## src/rtl/uwr_pkg.sv

```systemverilog
package uwr_pkg;
   typedef enum logic [1:0] {FR_IDLE, FR_START, FR_DATA, FR_STOP} fr_state_e;
   localparam int unsigned CTRL_W  = 4;
   localparam int unsigned CB_RXEN = 0;
   localparam int unsigned CB_STBY = 1;
   localparam int unsigned CB_FIE  = 2;
   localparam int unsigned CB_IIE  = 3;
endpackage

```

## src/rtl/uwr_sync.sv

```systemverilog
module uwr_sync #(
   parameter int unsigned STAGES = 2
) (
   input  logic clk,
   input  logic rst_n,
   input  logic d,
   output logic q
);
   generate
      if (STAGES == 1) begin : g_one
         logic r;
         always_ff @(posedge clk or negedge rst_n)
            if (!rst_n) r <= 1'b1;
            else        r <= d;
         assign q = r;
      end else begin : g_chain
         logic [STAGES-1:0] sr;
         always_ff @(posedge clk or negedge rst_n)
            if (!rst_n) sr <= '1;
            else        sr <= {sr[STAGES-2:0], d};
         assign q = sr[STAGES-1];
      end
   endgenerate
endmodule

```

## src/rtl/uwr_framer.sv

```systemverilog
module uwr_framer
   import uwr_pkg::*;
#(
   parameter int unsigned OVS   = 16,
   parameter int unsigned LONG  = 9,
   parameter int unsigned SHORT = 8
) (
   input  logic            clk,
   input  logic            rst_n,
   input  logic            tick,
   input  logic            rx,
   input  logic            rx_en,
   input  logic            nine_bit,
   output logic            busy,
   output logic            done,
   output logic [LONG-1:0] data
);
   localparam int unsigned CW   = $clog2(OVS);
   localparam int unsigned HALF = OVS / 2;
   localparam int unsigned IW   = $clog2(LONG + 1);

   fr_state_e       st;
   logic [CW-1:0]   cnt;
   logic [IW-1:0]   idx;
   logic [LONG-1:0] sh;
   logic [IW-1:0]   last;
   logic            at_end;

   assign last   = nine_bit ? IW'(LONG - 1) : IW'(SHORT - 1);
   assign at_end = (cnt == CW'(OVS - 1));

   always_ff @(posedge clk or negedge rst_n) begin
      if (!rst_n) begin
         st  <= FR_IDLE;
         cnt <= '0;
         idx <= '0;
         sh  <= '0;
      end else if (!rx_en) begin
         st  <= FR_IDLE;
         cnt <= '0;
         idx <= '0;
      end else if (tick) begin
         unique case (st)
            FR_IDLE: begin
               if (!rx) begin
                  st  <= FR_START;
                  cnt <= CW'(1);
               end
            end
            FR_START: begin
               if (cnt == CW'(HALF - 1)) begin
                  cnt <= '0;
                  if (!rx) begin
                     st  <= FR_DATA;
                     idx <= '0;
                     sh  <= '0;
                  end else begin
                     st <= FR_IDLE;
                  end
               end else begin
                  cnt <= cnt + 1'b1;
               end
            end
            FR_DATA: begin
               if (at_end) begin
                  cnt     <= '0;
                  sh[idx] <= rx;
                  if (idx == last) st <= FR_STOP;
                  else             idx <= idx + 1'b1;
               end else begin
                  cnt <= cnt + 1'b1;
               end
            end
            FR_STOP: begin
               if (at_end) begin
                  cnt <= '0;
                  st  <= FR_IDLE;
               end else begin
                  cnt <= cnt + 1'b1;
               end
            end
         endcase
      end
   end

   assign busy = (st != FR_IDLE);
   assign done = rx_en && tick && (st == FR_STOP) && at_end;
   assign data = sh;

   // a character completes only from the stop state
   AST_DONE_FROM_STOP: assert property (@(posedge clk) disable iff (!rst_n)
      done |=> (st == FR_IDLE));
endmodule

```

## src/rtl/uwr_idle_det.sv

```systemverilog
module uwr_idle_det #(
   parameter int unsigned OVS   = 16,
   parameter int unsigned LONG  = 9,
   parameter int unsigned SHORT = 8
) (
   input  logic clk,
   input  logic rst_n,
   input  logic tick,
   input  logic rx,
   input  logic rx_en,
   input  logic busy,
   input  logic done,
   input  logic nine_bit,
   output logic idle_evt
);
   localparam int unsigned LIM_L = (LONG + 2) * OVS;
   localparam int unsigned LIM_S = (SHORT + 2) * OVS;
   localparam int unsigned CW    = $clog2(LIM_L + 1);

   logic [CW-1:0] cnt;
   logic [CW-1:0] lim;
   logic          armed;

   assign lim = nine_bit ? CW'(LIM_L - 1) : CW'(LIM_S - 1);

   always_ff @(posedge clk or negedge rst_n) begin
      if (!rst_n) begin
         cnt      <= '0;
         armed    <= 1'b0;
         idle_evt <= 1'b0;
      end else begin
         idle_evt <= 1'b0;
         if (done) armed <= 1'b1;
         if (!rx_en || busy || !rx) begin
            cnt <= '0;
         end else if (tick && armed) begin
            if (cnt == lim) begin
               cnt      <= '0;
               armed    <= 1'b0;
               idle_evt <= 1'b1;
            end else begin
               cnt <= cnt + 1'b1;
            end
         end
      end
   end

   AST_IDLE_PULSE: assert property (@(posedge clk) disable iff (!rst_n)
      idle_evt |=> !idle_evt);
endmodule

```

## src/rtl/uwr_flags.sv

```systemverilog
module uwr_flags
   import uwr_pkg::*;
#(
   parameter int unsigned LONG  = 9,
   parameter int unsigned SHORT = 8
) (
   input  logic              clk,
   input  logic              rst_n,
   input  logic              mod_en,
   input  logic              nine_bit,
   input  logic              wake_sel,
   input  logic              ctrl_we,
   input  logic [CTRL_W-1:0] ctrl_wdata,
   input  logic              stat_rd,
   input  logic              data_rd,
   input  logic              done,
   input  logic [LONG-1:0]   char_data,
   input  logic              idle_evt,
   output logic [CTRL_W-1:0] ctrl_q,
   output logic              full,
   output logic              idle,
   output logic [LONG-1:0]   rx_data,
   output logic              irq
);
   logic arm_f, arm_i;
   logic msb, wake_hit;

   assign msb      = nine_bit ? char_data[LONG-1] : char_data[SHORT-1];
   assign wake_hit = ctrl_q[CB_STBY] && (wake_sel ? (done && msb) : idle_evt);

   always_ff @(posedge clk or negedge rst_n) begin
      if (!rst_n) begin
         ctrl_q <= '0;
      end else if (ctrl_we) begin
         ctrl_q[CB_STBY] <= ctrl_wdata[CB_STBY];
         ctrl_q[CB_FIE]  <= ctrl_wdata[CB_FIE];
         ctrl_q[CB_IIE]  <= ctrl_wdata[CB_IIE];
         if (mod_en) ctrl_q[CB_RXEN] <= ctrl_wdata[CB_RXEN];
      end else if (wake_hit) begin
         ctrl_q[CB_STBY] <= 1'b0;
      end
   end

   always_ff @(posedge clk or negedge rst_n) begin
      if (!rst_n) begin
         full    <= 1'b0;
         idle    <= 1'b0;
         arm_f   <= 1'b0;
         arm_i   <= 1'b0;
         rx_data <= '0;
      end else begin
         if (done) begin
            full    <= 1'b1;
            rx_data <= char_data;
         end else if (data_rd && arm_f) begin
            full <= 1'b0;
         end
         if (idle_evt)                idle <= 1'b1;
         else if (data_rd && arm_i)   idle <= 1'b0;
         if (data_rd) begin
            arm_f <= 1'b0;
            arm_i <= 1'b0;
         end else if (stat_rd) begin
            arm_f <= full;
            arm_i <= idle;
         end
      end
   end

   assign irq = !ctrl_q[CB_STBY] &&
                ((full && ctrl_q[CB_FIE]) || (idle && ctrl_q[CB_IIE]));

   AST_RXEN_WRITE_LOCK: assert property (@(posedge clk) disable iff (!rst_n)
      (ctrl_we && !mod_en) |=> (ctrl_q[CB_RXEN] == $past(ctrl_q[CB_RXEN])));
   AST_STBY_SET_BY_SW: assert property (@(posedge clk) disable iff (!rst_n)
      $rose(ctrl_q[CB_STBY]) |-> $past(ctrl_we));
   AST_ADDR_WAKE: assert property (@(posedge clk) disable iff (!rst_n)
      (ctrl_q[CB_STBY] && wake_sel && done && msb && !ctrl_we) |=> !ctrl_q[CB_STBY]);
   AST_FULL_CLR_ON_READ: assert property (@(posedge clk) disable iff (!rst_n)
      $fell(full) |-> $past(data_rd));
   AST_IDLE_CLR_ON_READ: assert property (@(posedge clk) disable iff (!rst_n)
      $fell(idle) |-> $past(data_rd));
endmodule

```

## src/rtl/uart_wake_rx.sv

```systemverilog
module uart_wake_rx
   import uwr_pkg::*;
#(
   parameter int unsigned OVS         = 16,
   parameter int unsigned LONG        = 9,
   parameter int unsigned SHORT       = 8,
   parameter int unsigned SYNC_STAGES = 2
) (
   input  logic              clk,
   input  logic              rst_n,
   input  logic              tick16,
   input  logic              rxd,
   input  logic              mod_en,
   input  logic              nine_bit,
   input  logic              wake_sel,
   input  logic              ctrl_we,
   input  logic [CTRL_W-1:0] ctrl_wdata,
   input  logic              stat_rd,
   input  logic              data_rd,
   output logic [CTRL_W-1:0] ctrl_q,
   output logic              rx_full,
   output logic              rx_idle,
   output logic [LONG-1:0]   rx_data,
   output logic              irq
);
   generate
      if (OVS < 4 || (OVS % 2) != 0) begin : g_bad_ovs
         $error("OVS must be even and at least 4");
      end
      if (LONG <= SHORT || SHORT < 5) begin : g_bad_width
         $error("LONG must exceed SHORT, SHORT at least 5");
      end
      if (SYNC_STAGES < 1) begin : g_bad_sync
         $error("SYNC_STAGES must be at least 1");
      end
   endgenerate

   logic            rx_s, busy, done, idle_evt;
   logic [LONG-1:0] char_data;

   uwr_sync #(.STAGES(SYNC_STAGES)) i_sync (
      .clk(clk), .rst_n(rst_n), .d(rxd), .q(rx_s));

   uwr_framer #(.OVS(OVS), .LONG(LONG), .SHORT(SHORT)) i_framer (
      .clk(clk), .rst_n(rst_n), .tick(tick16), .rx(rx_s),
      .rx_en(ctrl_q[CB_RXEN]), .nine_bit(nine_bit),
      .busy(busy), .done(done), .data(char_data));

   uwr_idle_det #(.OVS(OVS), .LONG(LONG), .SHORT(SHORT)) i_idle (
      .clk(clk), .rst_n(rst_n), .tick(tick16), .rx(rx_s),
      .rx_en(ctrl_q[CB_RXEN]), .busy(busy), .done(done),
      .nine_bit(nine_bit), .idle_evt(idle_evt));

   uwr_flags #(.LONG(LONG), .SHORT(SHORT)) i_flags (
      .clk(clk), .rst_n(rst_n), .mod_en(mod_en), .nine_bit(nine_bit),
      .wake_sel(wake_sel), .ctrl_we(ctrl_we), .ctrl_wdata(ctrl_wdata),
      .stat_rd(stat_rd), .data_rd(data_rd), .done(done),
      .char_data(char_data), .idle_evt(idle_evt), .ctrl_q(ctrl_q),
      .full(rx_full), .idle(rx_idle), .rx_data(rx_data), .irq(irq));

   AST_STBY_NO_IRQ: assert property (@(posedge clk) disable iff (!rst_n)
      ctrl_q[CB_STBY] |-> !irq);
   AST_OFF_NO_FULL: assert property (@(posedge clk) disable iff (!rst_n)
      !ctrl_q[CB_RXEN] |=> !$rose(rx_full));
   AST_OFF_DATA_HELD: assert property (@(posedge clk) disable iff (!rst_n)
      !ctrl_q[CB_RXEN] |=> $stable(rx_data));
   AST_NO_DONE_OFF: assert property (@(posedge clk) disable iff (!rst_n)
      !ctrl_q[CB_RXEN] |-> !done);
endmodule

```

## config.mk

```make
export PLATFORM = sky130hd
export DESIGN_NAME = uart_wake_rx
export DESIGN_NICKNAME = d
export VERILOG_FILES = /design/src/rtl/uwr_pkg.sv /design/src/rtl/uwr_sync.sv /design/src/rtl/uwr_framer.sv /design/src/rtl/uwr_idle_det.sv /design/src/rtl/uwr_flags.sv /design/src/rtl/uart_wake_rx.sv
export SDC_FILE = /design/constraint.sdc
export NUM_CORES = 1
export LEC_CHECK = 0
export ABC_AREA = 0
export CORE_MARGIN = 3
export CORE_UTILIZATION = 50
export CTS_CLUSTER_SIZE = 30
export DETAILED_ROUTE_END_ITERATION = 16
export MAX_ROUTING_LAYER = met4
export PLACE_DENSITY_LB_ADDON = 0.15
export SKIP_LAST_GASP = 1
export SLEW_MARGIN = 10
export SYNTH_ARGS = -nofsm -noshare
export SYNTH_HDL_FRONTEND = slang
export SYNTH_SLANG_ARGS = --single-unit
```

## constraint.sdc

```tcl
create_clock -name clk -period 2.5 [get_ports clk]
set_clock_uncertainty 0.15 [all_clocks]
set_input_delay 0.75 -clock clk [delete_from_list [all_inputs] [get_ports clk]]
set_output_delay 0.75 -clock clk [all_outputs]
set_load 0.02 [all_outputs]
```

### Word-level counts from Yosys, hierarchy flattened

Index checks and enable logic that the tools add are counted.

* logic and storage cells: 125
* bits in registers: 48
* input port bits: 14
* output and inout bits: 16

* reduce and logical (&&, ||, !) cells: 32
* equal/unequal tests: 19
* add/sub/neg operators: 3
* $lt $le $gt $ge: 2
* mux-type cells: 53

Operator list (number)
* 2-to-1 mux 4 bit: 12
* 2-to-1 mux 9 bit: 3
* 2-to-1 mux 8 bit: 3
* inequality test 3 bit (second input constant): 8
* 2-to-1 mux 1 bit: 20
* one-hot mux 9 bit (2 select lines): 1
* AND reduction 6 bit: 3
* 2-to-1 mux 2 bit: 8
* nonzero test 2 bit: 7
* logical AND 1 bit: 12
* one-hot mux 4 bit (3 select lines): 1
* bitwise mux 9 bit: 1
* adder 4 x 1 -> 4 bit (second input constant): 2
* adder 8 x 1 -> 8 bit (second input constant): 1
* == test 8 bit: 1
* one-hot mux 2 bit (4 select lines): 1
* one-hot mux 4 bit (2 select lines): 1
* 2-to-1 mux 6 bit: 1
* < comparator 4 x 5 -> 1 bit (second input constant): 1
* demux 1 bit (select 4 bit): 1
* == test 2 bit (second input constant): 2
* == test 4 x 3 -> 1 bit (second input constant): 1
* == test 4 bit: 1
* == test 4 bit (second input constant): 1
* 9 further kinds: 16

### Depth between registers and ports, before layout

* depth in word-level cells: 8
* depth in mapped cells: 7

### Hierarchy

From an unflattened synthesis, not the netlist that was laid out.

* cells, all modules: 241
* area total of the unflattened synthesis: 2481.1 sq um

By module, submodules not included
* uwr_framer: times used 1, cells each 133, area each 1229.9 sq um
* uwr_flags: times used 1, cells each 48, area each 678.2 sq um
* uwr_idle_det: times used 1, cells each 58, area each 520.5 sq um
* uwr_sync: times used 1, cells each 2, area each 52.6 sq um

### Worst setup path before layout

OpenSTA, ideal clock, no wires.

* path kind: input to register
* start point: input port tick16
* end point: register i_flags.rx_data[1]
* stages on the path: 5
* buffers on the path: 2
* setup time: 125 ps
* required time: 2225 ps
* arrival time: 1830 ps
* setup slack: 395 ps
* cells stage by stage: buf_2 nand2_1 nor3_1 buf_2 mux2_2

* cells in the longest elaborated chain, start to end: 3

RTL lines
* start: declaration: line uart_wake_rx.sv:11 `input logic tick16,`
* logical AND 1 bit (3 in series): line uwr_framer.sv:87 `assign done = rx_en && tick && (st == FR_STOP) && at_end;`
* end signal: assignment: line uwr_flags.sv:54 `rx_data <= char_data;`
* end: declaration: line uwr_flags.sv:22 `output logic [LONG-1:0] rx_data,`

Every way passes these cells.
A chain may end at the register's enable or synchronous reset.

### Final worst setup path

* start point: input port nine_bit
* end point: register i_framer.st[1]

* cells in the longest elaborated chain, start to end: 4

RTL lines
* start: declaration: line uart_wake_rx.sv:14 `input logic nine_bit,`
* 2-to-1 mux 4 bit: line uwr_framer.sv:29 `assign last = nine_bit ? IW'(LONG - 1) : IW'(SHORT - 1);`
* == test 4 bit: line uwr_framer.sv:68 `if (idx == last) st <= FR_STOP;`
* inequality test 3 bit (no line)
* AND reduction 6 bit (no line)
* end signal: assignment: line uwr_framer.sv:34 `st <= FR_IDLE;`
* end signal: assignment: line uwr_framer.sv:68
* end signal: assignment: line uwr_framer.sv:77 `st <= FR_IDLE;`
* end: declaration: line uwr_framer.sv:22 `fr_state_e st;`

Every way passes these cells.

==> metrics.txt <==
Peak Freq=between 0.4 and 0.5 GHz; R2R setup slack=190 ps; Slew HR=65.7%; H-tree depth=2; number of global-route vias before repair=~2000; Antenna diodes=0; Net Sw Frac=roughly 28%; die area=6060 um2; net switching power=between 500 and 600 uW; share of cells above drive strength 1=15.7%; CTS Buffer Depth=2; routed wl met3=approximately 290 um; R2R cell count=6; commonest non-fill, non-tap cell in the layout=dfrtp_1; global-route wire length before repair=9470 um; Flop pwr share=50.8%; IO Count=30; largest net degree at the start of global routing=28; main flop type after synthesis=dfrtp_1; critical setup path kind=in2reg; Routed WL=5350 um; Mean Syn Cell Area=9.74 um2; Inst Count DP=between 300 and 400; DR pass1 iterations=4; most frequent cells in the layout=dfrtp_1 (46), nand2_1 (34), nand3_1 (29); Fillers=a little over 400; Post-Syn Nets=290; Synth Register Bits=48; Clk Latency, worst-skew pair=310 ps; Reg-to-Reg End=i_framer.st[1]$_DFFE_PN0P_; crit path launch type=primary input; Max Slew Vio Count=0; CTS Root Cell=clkbuf_8; total number of vias=about 2100; HP Start=i_sync.g_chain.sr[0]$_DFF_PN1_; status=finished clean; worst min path class=reg2reg; P&R area growth vs syn=23.5%; min Tclk post-route=between 2000 and 2500 ps; Cells after Synth=roughly 270; starting density of the core=between 50% and 60%; Fin Hold WS=210 ps; Synth cell types=48; drt drc=0; port bufs=29; part of the power in the clock network=a little under a third; Combinational Power Share=between 10% and 20%; wire per inst=14.1 um; yosys warns=0; endpoints failing setup=0; FF-to-FF Start=i_framer.st[0]$_DFFE_PN0P_; Worst Setup End Kind=flop; max_cap viols=0; critical path peak fanout=6; DR WL met2=between 2000 and 3000 um; TritonCTS clock tree=done; initial antenna violation count=0; Final Hold Viols=0; GRT Overall Usage=between 10% and 20%; row cnt=25; RSZ-0062 raised after global routing=no; CORE AREA=between 4000 and 5000 um2; # clock sinks=48; FFs w/ async S/R, synth=100%; worst vdd ir=266 uV; Endpoint, Worst Hold=i_sync.g_chain.sr[1]$_DFF_PN1_; final non-filler cell total=roughly 380; gpl congestion=around 0.89; Hold Crit Depth=0; highest routed layer=met4; via/cell ratio=5.62; sequential area share after synthesis=a little under half; pwr/cell area=578 nW/um2; worst path required time=between 2000 and 3000 ps; WP data arrival=~2400 ps; Die W=slightly below 80 um; Post-DP HPWL=3920 um; Internal=between 1000 and 1500 uW; CTS Buf Count=5; clock slew seen by the registers of the worst setup and hold paths=approximately 90 ps; Post-Syn Area=around 2600 um2; hold_buf cts=0; initial DRC count=119; Pleak=between 0.001 and 0.0015 uW; GRT overflow=0; post-route ant nets=0; critical path launch point=nine_bit; DRT met1 WL=2460 um; number of enable flip-flop cells after synthesis=0; post-CTS setup buffers=0; transition time of the tightest slew-check pin=between 500 and 600 ps; Die Span Y=77.9 um; Tcrit/Tclk final=slightly above 90%; nets@finish=approximately 340
how the worst max path moves through the flow:
stage	endpoint	slack, ps	cells after the start
global placement	i_framer.idx[2]$_DFFE_PN0P_	-50	5
detailed placement	i_framer.st[1]$_DFFE_PN0P_	-150	5
global route	i_framer.st[1]$_DFFE_PN0P_	7	5
floorplan	i_flags.rx_data[1]$_DFFE_PN0P_	400	5
finish	i_framer.st[1]$_DFFE_PN0P_	160	5
CTS	irq	90	3
cell type report:
class                           count  area (um2)  area share, %
Clock buffer                        5        68.8           2.16
Clock inverter                      3        46.3           1.45
Inverter                           10        37.5           1.18
Multi-Input combinational cell    198        1310           40.9
Sequential cell                    48        1200           37.8
Tap cell                           67        83.8           2.63
Timing Repair Buffer               48         443           13.9
repair_timing:
action | CTS | global route
hold endpoints to repair | 0 | 0
setup endpoints to repair | 0 | 1
resized for setup | 0 | 1
power by group through the flow:
stage,logic [uW],clock network [uW],registers [uW]
2_1_floorplan,197,0,943
3_3_place_gp,327,0,951
3_5_place_dp,335,0,953
4_1_cts,337,592,937
5_1_grt,372,628,952
6_report,333,574,936
kinds of logic (layout without fill, tap and decap cells):
logic type | after synthesis | in the layout | synth area share (%)
fa+ha+maj | 11 | 11 | 5.33
compound gates | 58 | 58 | 15.3
xor+xnor | 5 | 5 | 1.70
buf+inv | 19 | 66 | 3.01
flops | 48 | 48 | 46.6
mux | 16 | 16 | 6.83
simple gates | 108 | 108 | 21.2
synthesized netlist by cell type, types with 2 or more instances:
cell type	n	share of area, %
or2_2	2	0.48
a21o_1	3	0.87
o21ai_0	16	3.1
a21oi_1	9	1.7
ha_1	11	5.3
xnor2_1	5	1.7
buf_2	2	0.39
nor3_1	6	1.2
mux2_2	13	5.7
a31oi_1	4	0.97
nand2_1	34	4.9
nand3_1	29	5.6
nand3b_1	2	0.58
a211oi_1	2	0.58
dfstp_2	2	2.0
nor2b_1	3	0.73
inv_1	10	1.5
o211ai_1	12	3.5
dfrtp_1	46	45
nor2_1	13	1.9
nand4b_1	3	1.0
clkbuf_1	5	0.73
or4b_1	2	0.78
or3_1	2	0.48
mux2i_1	3	1.2
nor3b_1	3	0.87
and3_1	2	0.48
worst max-delay path, stage by stage:
cell             delay [ps]
clkdlybuf4s50_1         570
nor3b_1                 280
a2bb2oi_2               140
a2111oi_2               430
mux2i_1                 250
metal layers:
metal | global-route usage, % | vias to the layer above
met5 | - | -
met4 | 6.41 | 0
met3 | 4.41 | 6
met2 | 31.3 | 50
met1 | 25.6 | 1023
li1 | - | 1050
per-stage QoR:
| stage | total power [uW] | utilization, % | instance area, um2 | setup WS (ps) | setup TNS (ps) |
|---|---|---|---|---|---|
| 3_5_place_dp | 1290 | 63.3 | 3070 | -147 | -438 |
| 4_1_cts | 1870 | 65.7 | 3190 | 88.8 | 0 |
| 5_1_grt | 1950 | 65.8 | 3190 | 7.16 | 0 |
| 2_1_floorplan | 1140 | - | 2580 | 395 | 0 |
| 6_report | 1840 | 65.8 | 3190 | 163 | 0 |
| 3_3_place_gp | 1280 | 63.3 | 3070 | -49.7 | -101 |
sequential cells by signal, indices dropped and copies added (netlist names), 2 cells and up:
register           flops
i_framer.data          9
i_sync.g_chain.sr      2
i_framer.idx           4
i_framer.cnt           4
i_framer.st            2
i_flags.rx_data        9
i_idle.cnt             8
i_flags.ctrl_q         4
No activity file was read; power rests on OpenSTA's default activity.
